### src/rtl/clkc_pkg.sv
package clkc_pkg;
    localparam int REG_ADDR_W = 4;
    localparam int FLD_W      = 2;
    localparam logic [REG_ADDR_W-1:0] OFS_GATE = 4'h0;
    localparam logic [REG_ADDR_W-1:0] OFS_MUX  = 4'h4;
    localparam logic [REG_ADDR_W-1:0] OFS_DIV  = 4'h8;
    typedef logic [FLD_W-1:0] fld_t;
endpackage

### src/rtl/clkc_regs.sv
module clkc_regs
    import clkc_pkg::*;
#(
    parameter int NUM_CH = 16,
    parameter int DATA_W = 32
) (
    input  logic                    clk,
    input  logic                    rst,
    input  logic                    we,
    input  logic [REG_ADDR_W-1:0]   addr,
    input  logic [DATA_W-1:0]       wdata,
    output logic [DATA_W-1:0]       rdata,
    output logic [NUM_CH-1:0]       gate_o,
    output logic [FLD_W*NUM_CH-1:0] mux_o,
    output logic [FLD_W*NUM_CH-1:0] div_o
);
    localparam int PACK_W = FLD_W * NUM_CH;

    typedef struct packed {
        logic [NUM_CH-1:0] gate;
        logic [PACK_W-1:0] mux;
        logic [PACK_W-1:0] div;
    } regs_t;

    regs_t st_d, st_q;

    always_comb begin
        st_d  = st_q;
        rdata = '0;
        if (we) begin
            case (addr)
                OFS_GATE: st_d.gate = wdata[NUM_CH-1:0];
                OFS_MUX:  st_d.mux  = wdata[PACK_W-1:0];
                OFS_DIV:  st_d.div  = wdata[PACK_W-1:0];
                default:  ;
            endcase
        end
        case (addr)
            OFS_GATE: rdata = DATA_W'(st_q.gate);
            OFS_MUX:  rdata = DATA_W'(st_q.mux);
            OFS_DIV:  rdata = DATA_W'(st_q.div);
            default:  rdata = '0;
        endcase
    end

    always_ff @(posedge clk) begin
        if (rst) begin
            st_q.gate <= '1;
            st_q.mux  <= '0;
            st_q.div  <= '0;
        end else begin
            st_q <= st_d;
        end
    end

    assign gate_o = st_q.gate;
    assign mux_o  = st_q.mux;
    assign div_o  = st_q.div;
endmodule

### src/rtl/clkc_chan.sv
module clkc_chan
    import clkc_pkg::*;
#(
    parameter int NUM_SRC = 4
) (
    input  logic               clk,
    input  logic               rst,
    input  logic [NUM_SRC-1:0] src_en,
    input  fld_t               sel,
    input  fld_t               div_exp,
    input  logic               gate_off,
    output logic               strobe
);
    localparam int CNT_W = (1 << FLD_W) - 1;

    typedef struct packed {
        logic [CNT_W-1:0] cnt;
        logic             out;
    } ch_t;

    ch_t ch_d, ch_q;
    logic             hit;
    logic [CNT_W-1:0] limit;

    always_comb begin
        hit   = (int'(sel) < NUM_SRC) ? src_en[sel] : 1'b0;
        limit = ~({CNT_W{1'b1}} << div_exp);
        ch_d     = ch_q;
        ch_d.out = 1'b0;
        if (gate_off) begin
            ch_d.cnt = '0;
        end else if (hit) begin
            if (ch_q.cnt >= limit) begin
                ch_d.cnt = '0;
                ch_d.out = 1'b1;
            end else begin
                ch_d.cnt = ch_q.cnt + 1'b1;
            end
        end
    end

    always_ff @(posedge clk) begin
        if (rst) ch_q <= '0;
        else     ch_q <= ch_d;
    end

    assign strobe = ch_q.out;
endmodule

### src/rtl/clkc_top.sv
module clkc_top
    import clkc_pkg::*;
#(
    parameter int NUM_CH  = 16,
    parameter int NUM_SRC = 4,
    parameter int DATA_W  = 32
) (
    input  logic                  clk,
    input  logic                  rst,
    input  logic                  reg_we,
    input  logic [REG_ADDR_W-1:0] reg_addr,
    input  logic [DATA_W-1:0]     reg_wdata,
    output logic [DATA_W-1:0]     reg_rdata,
    input  logic [NUM_SRC-1:0]    src_en,
    output logic [NUM_CH-1:0]     ch_en
);
    localparam int PACK_W = FLD_W * NUM_CH;

    logic [NUM_CH-1:0] gate_w;
    logic [PACK_W-1:0] mux_w;
    logic [PACK_W-1:0] div_w;

    clkc_regs #(.NUM_CH(NUM_CH), .DATA_W(DATA_W)) u_regs (
        .clk    (clk),
        .rst    (rst),
        .we     (reg_we),
        .addr   (reg_addr),
        .wdata  (reg_wdata),
        .rdata  (reg_rdata),
        .gate_o (gate_w),
        .mux_o  (mux_w),
        .div_o  (div_w)
    );

    for (genvar g = 0; g < NUM_CH; g++) begin : g_ch
        clkc_chan #(.NUM_SRC(NUM_SRC)) u_ch (
            .clk      (clk),
            .rst      (rst),
            .src_en   (src_en),
            .sel      (mux_w[FLD_W*g +: FLD_W]),
            .div_exp  (div_w[FLD_W*g +: FLD_W]),
            .gate_off (gate_w[g]),
            .strobe   (ch_en[g])
        );
    end
endmodule

### config.mk
export PLATFORM = sky130hd
export DESIGN_NAME = clkc_top
export DESIGN_NICKNAME = d
export VERILOG_FILES = /design/src/rtl/clkc_pkg.sv /design/src/rtl/clkc_regs.sv /design/src/rtl/clkc_chan.sv /design/src/rtl/clkc_top.sv
export SDC_FILE = /design/constraint.sdc
export NUM_CORES = 1
export LEC_CHECK = 0
export BUFFER_PORTS_ARGS = -buffer_cell sky130_fd_sc_hd__buf_2
export CORE_MARGIN = 2
export CORE_UTILIZATION = 35
export DETAILED_ROUTE_END_ITERATION = 7
export HOLD_SLACK_MARGIN = 0.08
export PLACE_DENSITY_LB_ADDON = 0.2
export RECOVER_POWER = 50
export SYNTH_ARGS = -nofsm -noshare
export SYNTH_HDL_FRONTEND = slang
export SYNTH_SLANG_ARGS = --single-unit
### constraint.sdc
create_clock -name clk -period 3.5 [get_ports clk]
set_clock_uncertainty 0.15 [all_clocks]
set_input_delay 1.05 -clock clk [delete_from_list [all_inputs] [get_ports clk]]
set_output_delay 1.05 -clock clk [all_outputs]
set_load 0.02 [all_outputs]
==> impl_results.md, run 1 <==
* CP max stage delay at about 0.21 ns
* CP Launch Type: primary input
* Io pins at just over 90
* Worst Path Buf+Inv at 4
* Synth Flop Type: dfxtp_1
* Floorplan row count at between 50 and 60
* Layout cells sized above 1 at 16.6%
* Outcome: completed
* Mapped cell area at 7920 um2
* Top cell by count, worst path: buf_2
* VDD IR max at 0.000293 V
* Vias in the first global route at between 6,000 and 7,000
* CP Capture Type: output port
* EDFF count, synth at 0
* Reg clk slew, reported paths at 0.06 ns
* Placed Cells at 1,267
* Cts hold-fix bufs at 0
* Slowest cell on crit path: nor3_2
* Syn nets at 1,042
* Total Routing Usage GR at between 10% and 20%
* Final Hold Viols at 0
* CP Data Required Time at 2.30 ns
* Final setup violation count at 0
* PwrDens at 413 nW/um2
* Syn_area_per_cell at 8.47 um2
* Yosys warnings at 0
* First-pass GRT wire length at 34,400 um
* Crit Path Max Fanout at 13
* Via Count at 6,638
* Final core utilization at 41.0%
* CTS max path bufs at 2
* Fin cells at 1,302
* WL/cell at 16.3 um
* Initial drt markers at 302
* CP delay by family, top: buffers and inverters
* CTS tree: built
* #FFs+latches synth at roughly 140
* Dpl ws at 0.0314 ns
* Worst-Skew Late Latency at 0.43 ns
* Cells along the critical path: buf_2 > nor3_2 > and2_4 > buf_12 > buf_4 > a22o_1 > buf_2
* Vias per inst at ~5.1
* Die W at between 150 and 200 um
* DRC viols at 0
* Layout Nets at 1,110
* Initial Util at 35.3%
* Antenna violations before repair at 2
* FMAX at 292 MHz
* Leak at 3.78 nW
* TritonCTS Sinks at 144
* Htree depth at 4
* Layout area overhead at 16.3%
* Clock buffers created by TritonCTS at 17
* Final period utilization at 97.7%
* CP Data Arrival Time at roughly 2.2 ns
* Rel. slew slack at 16.6%
* Commonest cells after routing, fill and taps aside: 196 x nand2_1, 144 x dfxtp_1, 89 x a21oi_1
* Clk Tree Root Cell: clkbuf_16
* Final slew viol count at 0
* Setup TNS at 0 ns
* Mapped Cells at 935
* Post-Route WL at 21,300 um
* HPWL Detailed at 14,500 um
* Sequential area share after synthesis at 36.4%
* Max-capacitance violation count at 0
* RSZ-0062 raised after global routing: no
* Ys async rst share at 0%
* Slew @ Worst Pin at 1.25 ns
* Commonest non-fill, non-tap cell in the layout: nand2_1
* Final ANT Viol Nets at 0
* R2r setup slk at 1.56 ns
* Type of the tightest min-delay check: reg -> reg
* Die height at approximately 150 um
* First drt pass iteration count at 7
* Port Buffer Count at 90
* Yosys cell types at 39
* Setup WS post-layout at 0.0793 ns
* Largest net degree at the start of global routing at 57
* Core Area at 22,400 um2
* Die Footprint at 23,800 um2
* Hold_ws at 0.330 ns
* Final worst path period need at 3.42 ns
* WS Path Type: in -> out
* Total congestion overflow at 0
* Routability cong. at 0.754
## metrics by stage
step	power (mW)	cell area, um2
final	3.80	9210
after floorplan	1.83	7920
after detailed placement	1.93	8600
after CTS	3.85	9210
after global placement	1.93	8600
after global routing	3.95	9210
## worst reg2reg max path, cell delays in order, from the launching register on
cell	delay, ns
dfxtp_1	0.35
or2_2	0.30
ha_1	0.29
nor2b_1	0.14
o21ai_0	0.18
or3_1	0.35
a21oi_1	0.13
## cells in the mapped netlist (5+ instances only)
master | count | area share [%]
dfxtp_1 | 144 | 36
nand3b_1 | 30 | 2.8
clkbuf_1 | 25 | 1.2
nor2_1 | 20 | 0.95
o21ai_0 | 16 | 1.0
o21a_1 | 11 | 1.0
or2_2 | 18 | 1.4
buf_2 | 11 | 0.70
buf_4 | 19 | 1.8
nand2b_1 | 41 | 3.2
a31oi_1 | 25 | 2.0
a22o_1 | 16 | 1.8
a222oi_1 | 16 | 2.0
nor2b_1 | 24 | 1.9
mux4_2 | 13 | 3.7
nor3_1 | 11 | 0.70
nand2_1 | 196 | 9.3
and3_1 | 15 | 1.2
nor3b_1 | 5 | 0.47
a21o_1 | 16 | 1.5
inv_1 | 51 | 2.4
and2_1 | 16 | 1.3
a31o_2 | 14 | 1.5
a21oi_1 | 89 | 5.6
ha_1 | 64 | 10
## final timing paths
path                                            from  depth (start not counted)                                 end
setup / recovery                         reg_addr[3]                          7                       reg_rdata[30]
hold / removal    g_ch[11].u_ch.ch_q[2]$_SDFFE_PP0P_                          2  g_ch[11].u_ch.ch_q[2]$_SDFFE_PP0P_
setup reg to reg       u_regs.div_o[20]$_SDFFE_PP0P_                          6  g_ch[10].u_ch.ch_q[1]$_SDFFE_PP0P_
hold reg to reg   g_ch[11].u_ch.ch_q[2]$_SDFFE_PP0P_                          2  g_ch[11].u_ch.ch_q[2]$_SDFFE_PP0P_
## layout make-up
class,count,area (um2)
clock inverters,14,169
well taps,285,357
fillers,2239,13200
clock buffers,18,439
flip-flops and latches,144,2880
diodes,1,2.50
repair buffers,106,626
inverters,51,191
multi-input cells,683,4540
## flip-flops by register name, indices dropped and copies added (netlist names)
name / cells
g_ch.u_ch.ch_q: 48
u_regs.mux_o: 32
g_ch.u_ch.strobe: 16
u_regs.gate_o: 16
u_regs.div_o: 32
## repair_timing
item,in CTS,in global routing
resized for setup,0,2
endpoints found under the setup margin,0,9
setup buffers,0,1
## logic make-up (layout without fill, tap and decap cells)
group	count (synthesis)	in the layout	synth area share, %
AO/OA/AOI/OAI	208	208	17.1
adder cells (fa/ha/maj)	64	64	10.1
buffers and inverters	108	189	6.21
flip-flops	144	144	36.4
multiplexers	22	22	5.58
other	0	1	0
AND/OR/NAND/NOR	389	389	24.6
## routing by layer
layer	track usage, %	routed length (um)	up-vias
met5	0	13	-
met4	4.98	234	2
met3	4.29	1160	22
met2	30.2	9870	130
met1	24.2	9990	3086
li1	-	-	3398
## report_power, final
group	leakage [nW]	internal, mW	switching (mW)	total, mW
combinational	2.32	0.0869	0.141	0.228
clock	0.297	1.10	0.809	1.91
sequential	1.16	1.65	0.0171	1.67
total	3.78	2.84	0.967	3.80
Note: power is estimated with default switching activity, not from simulation.
==> run 2: changes to the inputs <==
--- a/config.mk
+++ b/config.mk
@@ -10,7 +10,7 @@
 export CORE_UTILIZATION = 35
 export DETAILED_ROUTE_END_ITERATION = 7
 export HOLD_SLACK_MARGIN = 0.08
-export PLACE_DENSITY_LB_ADDON = 0.2
+export PLACE_DENSITY = 0.58
 export RECOVER_POWER = 50
 export SYNTH_ARGS = -nofsm -noshare
 export SYNTH_HDL_FRONTEND = slang
==> run 2 against run 1 <==
  * Combinational power hardly changed
  * Cell count is 0.38% lower
  * Clock power is 9% higher
  * Worst setup slack better by 0.043 ns
  * Sequential share of layout area hardly changed
  * Non-clock buffer count is 4 lower
  * Fmax is 1.3% higher
  * First-iteration DRC count is 47% higher
  * Critical endpoint is now reg_rdata[8]
==> impl_results.md, run 2 (same netlist as run 1, synthesis figures left out) <==
* Final period utilization at 96.5% (-1.2 points)
* Largest Register: g_ch.u_ch.ch_q
* Port Buffer Count at 90 (unchanged)
* Htree depth at 4 (unchanged)
* Largest net degree at the start of global routing at 57 (unchanged)
* Initial Util at 35.3% (unchanged)
* Total congestion overflow at 0 (unchanged)
* CTS tree: built
* Multi-input combinational cell area at 4550 um2 (+0.14%)
* WL/cell at 16.2 um (-0.94%)
* Leak at 3.77 nW (-0.32%)
* Vias in the first global route at 6,323 (-2.5%)
* Postcts setup bufs at 0 (unchanged)
* Cell depth of the worst hold path at 2 (unchanged)
* R2R Path End: g_ch[10].u_ch.ch_q[1]$_SDFFE_PP0P_
* Cts hold-fix bufs at 0 (unchanged)
* Layout area overhead at 16.4%
* HP Start: u_regs.mux_o[31]$_SDFFE_PP0P_
* Reg2reg start: u_regs.div_o[21]$_SDFFE_PP0P_
* Post-Route WL at 21,000 um (-1.3%)
* Layout cells sized above 1 at 16.1% (-0.51 points)
* Crit Path Max Fanout at 32 (+19)
* Total Routing Usage GR at 17.8% (-0.53 points)
* CP Data Arrival Time at 2.18 ns (-0.04 ns)
* Filler cell count in the final layout at 2,249 (+0.45%)
* Routability cong. at 0.778 (+3.3%)
* RSZ-0062 raised after global routing: no
* Clock buffers created by TritonCTS at 17 (unchanged)
* Type of the tightest min-delay check: reg -> reg
* HPWL Detailed at 14,300 um (-1.6%)
* PwrDens at 432 nW/um2 (+4.5%)
* Resized cells post-CTS at 0 (unchanged)
* DRC viols at 0 (unchanged)
* CTS max path bufs at 2 (unchanged)
* Final setup violation count at 0 (unchanged)
* Vias per inst at 5.19 (+1.8%)
* CP Launch Type: primary input
* FMAX at 296 MHz (+1.3%)
* Die Footprint at 23,800 um2 (unchanged)
* Register area at 2880 um2 (unchanged)
* Slew @ Worst Pin at 1.26 ns (+0.0133 ns)
* Floorplan row count at 55 (unchanged)
* Die W at 154 um (unchanged)
* Worst hold endpoint: u_regs.mux_o[31]$_SDFFE_PP0P_
* Commonest non-fill, non-tap cell in the layout: nand2_1
* TritonCTS Sinks at 144 (unchanged)
* CP Data Required Time at 2.30 ns (about the same)
* Final worst path period need at 3.38 ns (-0.0434 ns)
* First drt pass iteration count at 7 (unchanged)
* Die height at 154 um (unchanged)
* Via Count at 6,729 (+1.4%)
* Max-capacitance violation count at 0 (unchanged)
* Design Power at 3.98 mW (+4.7%)
* Reg2Reg Depth at 6 (unchanged)
* Final slew viol count at 0 (unchanged)
* Reg clk slew, reported paths at 0.06 ns (about the same)
* Core Area at 22,400 um2 (unchanged)
* Initial drt markers at 445 (+47%)
* Io pins at 91 (unchanged)
* Setup TNS at 0 ns (unchanged)
* Final Hold Viols at 0 (unchanged)
* Antenna violations before repair at 3 (+1)
* WS Path Type: in -> out
* Layout Nets at 1,106 (-0.36%)
* R2r setup slk at 1.56 ns (about the same)
* Largest register FFs at 48 (unchanged)
* First-pass GRT wire length at 33,500 um (-2.5%)
* Worst-Skew Late Latency at 0.43 ns (about the same)
* Commonest cells after routing, fill and taps aside: 196 x nand2_1, 144 x dfxtp_1, 89 x a21oi_1
* Rel. slew slack at 15.7% (-0.89 points)
* Final ANT Viol Nets at 0 (unchanged)
* CP Capture Type: output port
* Outcome: completed
* VDD IR max at 0.000276 V (-5.7%)
* Clk Tree Root Cell: clkbuf_16
-- run 2: cell types whose count changed in the layout (fill, tap and decap cells not counted), sizes merged --
cell,delta
bufinv,+4
clkinvlp,+1
inv,-8
clkbuf,-1
clkinv,+2
buf,-3
-- run 2: worst max-delay path, stage by stage --
cell	delay (ns)
buf_2	0.15
nor3_2	0.06
and2_1	0.18
buf_12	0.18
a222oi_1	0.29
inv_1	0.09
buf_2	0.17
-- run 2: metal layers --
layer  GRT usage (%)  share of wire [%]  wire length, um
met5               0               0.14               30
met4            6.39                1.8              385
met3            3.81                5.4             1140
met2            29.3                 47             9870
met1            23.1                 46             9570
-- run 2: metrics by stage --
stage / std cells / hold slack (ns) / utilization (%) / setup slack [ns] / instance area [um2]
2_1_floorplan: 935 / 0.296 / - / 0.162 / 7920
3_3_place_gp: 1265 / 0.324 / 38.2 / 0.133 / 8580
3_5_place_dp: 1265 / 0.322 / 38.2 / 0.0976 / 8580
4_1_cts: 1296 / 0.332 / 41.2 / 0.0983 / 9250
5_1_grt: 1296 / 0.355 / 41.1 / 0.00756 / 9220
6_report: 1297 / 0.332 / 41.1 / 0.123 / 9220
-- run 2: power by group --
group,total (mW),internal [mW],switching (mW),leakage (nW)
registers,1.67,1.65,0.0169,1.16
logic,0.225,0.0838,0.141,2.28
clock network,2.09,1.36,0.731,0.323
-- run 2: how the worst max path moves through the flow --
stage	start	to	slack, ns	cells past startpoint
3_3_place_gp	reg_addr[2]	reg_rdata[8]	0.13	6
6_report	reg_addr[1]	reg_rdata[8]	0.12	7
2_1_floorplan	reg_addr[3]	reg_rdata[16]	0.16	5
4_1_cts	reg_addr[1]	reg_rdata[8]	0.1	7
5_1_grt	reg_addr[1]	reg_rdata[2]	0.008	7
3_5_place_dp	reg_addr[2]	reg_rdata[8]	0.1	6
-- run 2: layout make-up --
class,count,share of cell area (%)
antenna,1,0.0271
clock buffer,18,4.76
clock inverter,13,2.55
inverter,51,2.08
multi-input combinational,683,49.3
sequential,144,31.3
tap,285,3.87
timing repair buffer,102,6.13
==> run 3: changes to the inputs <==
--- a/config.mk
+++ b/config.mk
@@ -6,6 +6,7 @@
 export NUM_CORES = 1
 export LEC_CHECK = 0
 export BUFFER_PORTS_ARGS = -buffer_cell sky130_fd_sc_hd__buf_2
+export CORE_ASPECT_RATIO = 0.8
 export CORE_MARGIN = 2
 export CORE_UTILIZATION = 35
 export DETAILED_ROUTE_END_ITERATION = 7
==> run 3 against run 2 <==
  * The flow now finishes with violations (capacitance limit, slew limit)
  * Critical path type unchanged
  * Clock power decreased by 8%
  * Die area about the same
  * Sequential power about the same
  * Cell count up 2.1%
  * Cell area fell by 0.18%
  * Sequential cell count unchanged
==> impl_results.md, run 3 (same netlist as run 1, synthesis figures left out) <==
* Dpl ws at 0.0883 ns (-0.00925 ns)
* Layout Nets at 1,108 (+0.18%)
* WS Path Type: in -> out
* First-pass GRT wire length at 34,100 um (+1.9%)
* Rel. slew slack at -18.0% (-34 points)
* HPWL Detailed at 15,300 um (+7.1%)
* CTS max path bufs at 2 (unchanged)
* CP Launch Type: primary input
* Layout cells sized above 1 at 16.1% (-0.048 points)
* Final period utilization at 97.4% (+0.88 points)
* Via Count at 6,765 (+0.53%)
* Design Power at 3.83 mW (-3.9%)
* Floorplan row count at 49 (-11%)
* Final setup violation count at 0 (unchanged)
* TritonCTS Sinks at 144 (unchanged)
* Postcts setup bufs at 0 (unchanged)
* Antenna violations before repair at 4 (+1)
* Core Area at 22,300 um2 (-0.52%)
* Vias in the first global route at 6,254 (-1.1%)
* Clk Tree Root Cell: clkbuf_16
* Io pins at 91 (unchanged)
* FMAX at 293 MHz (-0.90%)
* Violated checks: capacitance limit, slew limit
* Setup TNS at 0 ns (unchanged)
* Resized cells post-CTS at 0 (unchanged)
* Reg2Reg Depth at 6 (unchanged)
* Htree depth at 4 (unchanged)
* Cts hold-fix bufs at 0 (unchanged)
* Layout area overhead at 16.2%
* Commonest non-fill, non-tap cell in the layout: nand2_1
* Final slew viol count at 33 (+33)
* RSZ-0062 raised after global routing: no
* Initial drt markers at 655 (+47%)
* Worst hold endpoint: g_ch[11].u_ch.ch_q[2]$_SDFFE_PP0P_
* Routability cong. at 0.783 (+0.63%)
* Setup WS post-layout at 0.0920 ns (-0.0307 ns)
* Final ANT Viol Nets at 0 (unchanged)
* Fin cells at 1,324 (+2.1%)
* Largest Register: g_ch.u_ch.ch_q
* Worst-Skew Late Latency at 0.42 ns (about the same)
* Placed Cells at 1,288 (+1.8%)
* Commonest cells after routing, fill and taps aside: 196 x nand2_1, 144 x dfxtp_1, 89 x a21oi_1
* Reg clk slew, reported paths at 0.06 ns (about the same)
* Slew @ Worst Pin at 1.77 ns (+0.506 ns)
* Final worst path period need at 3.41 ns (+0.0307 ns)
* WL/cell at 16.4 um (+1.6%)
* Final Hold Viols at 0 (unchanged)
* Die height at 139 um (-10%)
* Max-capacitance violation count at 1 (+1)
* CP Data Arrival Time at 2.21 ns (+0.03 ns)
* R2R Path End: g_ch[11].u_ch.ch_q[1]$_SDFFE_PP0P_
* Cell depth of the worst hold path at 2 (unchanged)
* Largest net degree at the start of global routing at 58 (+1.8%)
* First drt pass iteration count at 6 (-1)
* Initial Util at 35.5% (+0.19 points)
* Leak at 3.75 nW (-0.34%)
* PwrDens at 416 nW/um2 (-3.7%)
* Total Routing Usage GR at 18.4% (+0.60 points)
* Outcome: finished with violations
* CP Data Required Time at 2.30 ns (about the same)
* Total congestion overflow at 0 (unchanged)
* Clock buffers created by TritonCTS at 17 (unchanged)
* DRC viols at 0 (unchanged)
* Vias per inst at 5.11 (-1.5%)
* Port Buffer Count at 90 (unchanged)
* Type of the tightest min-delay check: reg -> reg
* Crit Path Max Fanout at 34 (+6.3%)
* Reg2reg start: u_regs.div_o[22]$_SDFFE_PP0P_
* Die W at 172 um (+11%)
* Setup crit start: reg_addr[2]
* VDD IR max at 0.000225 V (-18%)
* HP Start: g_ch[11].u_ch.ch_q[2]$_SDFFE_PP0P_
* Die Footprint at 23,900 um2 (about the same)
* R2r setup slk at 1.57 ns (about the same)
* Largest register FFs at 48 (unchanged)
* Post-Route WL at 21,800 um (+3.7%)
* CP Capture Type: output port
* CTS tree: built
run 3: metal layers:
| layer | vias up | track usage [%] | part of all wire, % |
|---|---|---|---|
| li1 | 3390 | - | - |
| met1 | 3107 | 25.8 | 46 |
| met2 | 240 | 27.6 | 44 |
| met3 | 28 | 5.31 | 8.9 |
| met4 | 0 | 5.17 | 1.1 |
| met5 | - | 0 | 0 |
run 3: worst max-delay path by stage:
stage | endpoint | slack (ns) | cells past startpoint
2_1_floorplan | reg_rdata[16] | 0.16 | 5
3_3_place_gp | reg_rdata[15] | 0.13 | 6
3_5_place_dp | reg_rdata[15] | 0.09 | 6
4_1_cts | reg_rdata[15] | 0.09 | 6
5_1_grt | reg_rdata[15] | 0.009 | 6
6_report | reg_rdata[15] | 0.09 | 6
run 3: final cells by class:
cell class	instances	area [um2]
Antenna cell	4	10.0
Inverter	51	191
Tap cell	306	383
Clock inverter	9	129
Multi-Input combinational cell	683	4550
Clock buffer	23	498
Fill cell	2306	13100
Timing Repair Buffer	104	563
Sequential cell	144	2880
run 3: report_power, final:
group          internal [mW]  switching [mW]  leakage [nW]
clock network           1.21           0.711         0.305
logic                 0.0838           0.143          2.29
registers               1.65          0.0183          1.16
run 3: per-stage QoR:
stage / hold slack (ns) / util, % / cell area [um2]
2_1_floorplan: 0.296 / - / 7920
3_3_place_gp: 0.322 / 38.6 / 8610
3_5_place_dp: 0.320 / 38.6 / 8610
4_1_cts: 0.329 / 41.4 / 9230
5_1_grt: 0.349 / 41.2 / 9200
6_report: 0.324 / 41.2 / 9200
run 3: critical path: stages:
cell	delay, ns
buf_2	0.15
nor4b_4	0.33
buf_12	0.26
a222oi_1	0.14
inv_1	0.08
buf_2	0.18
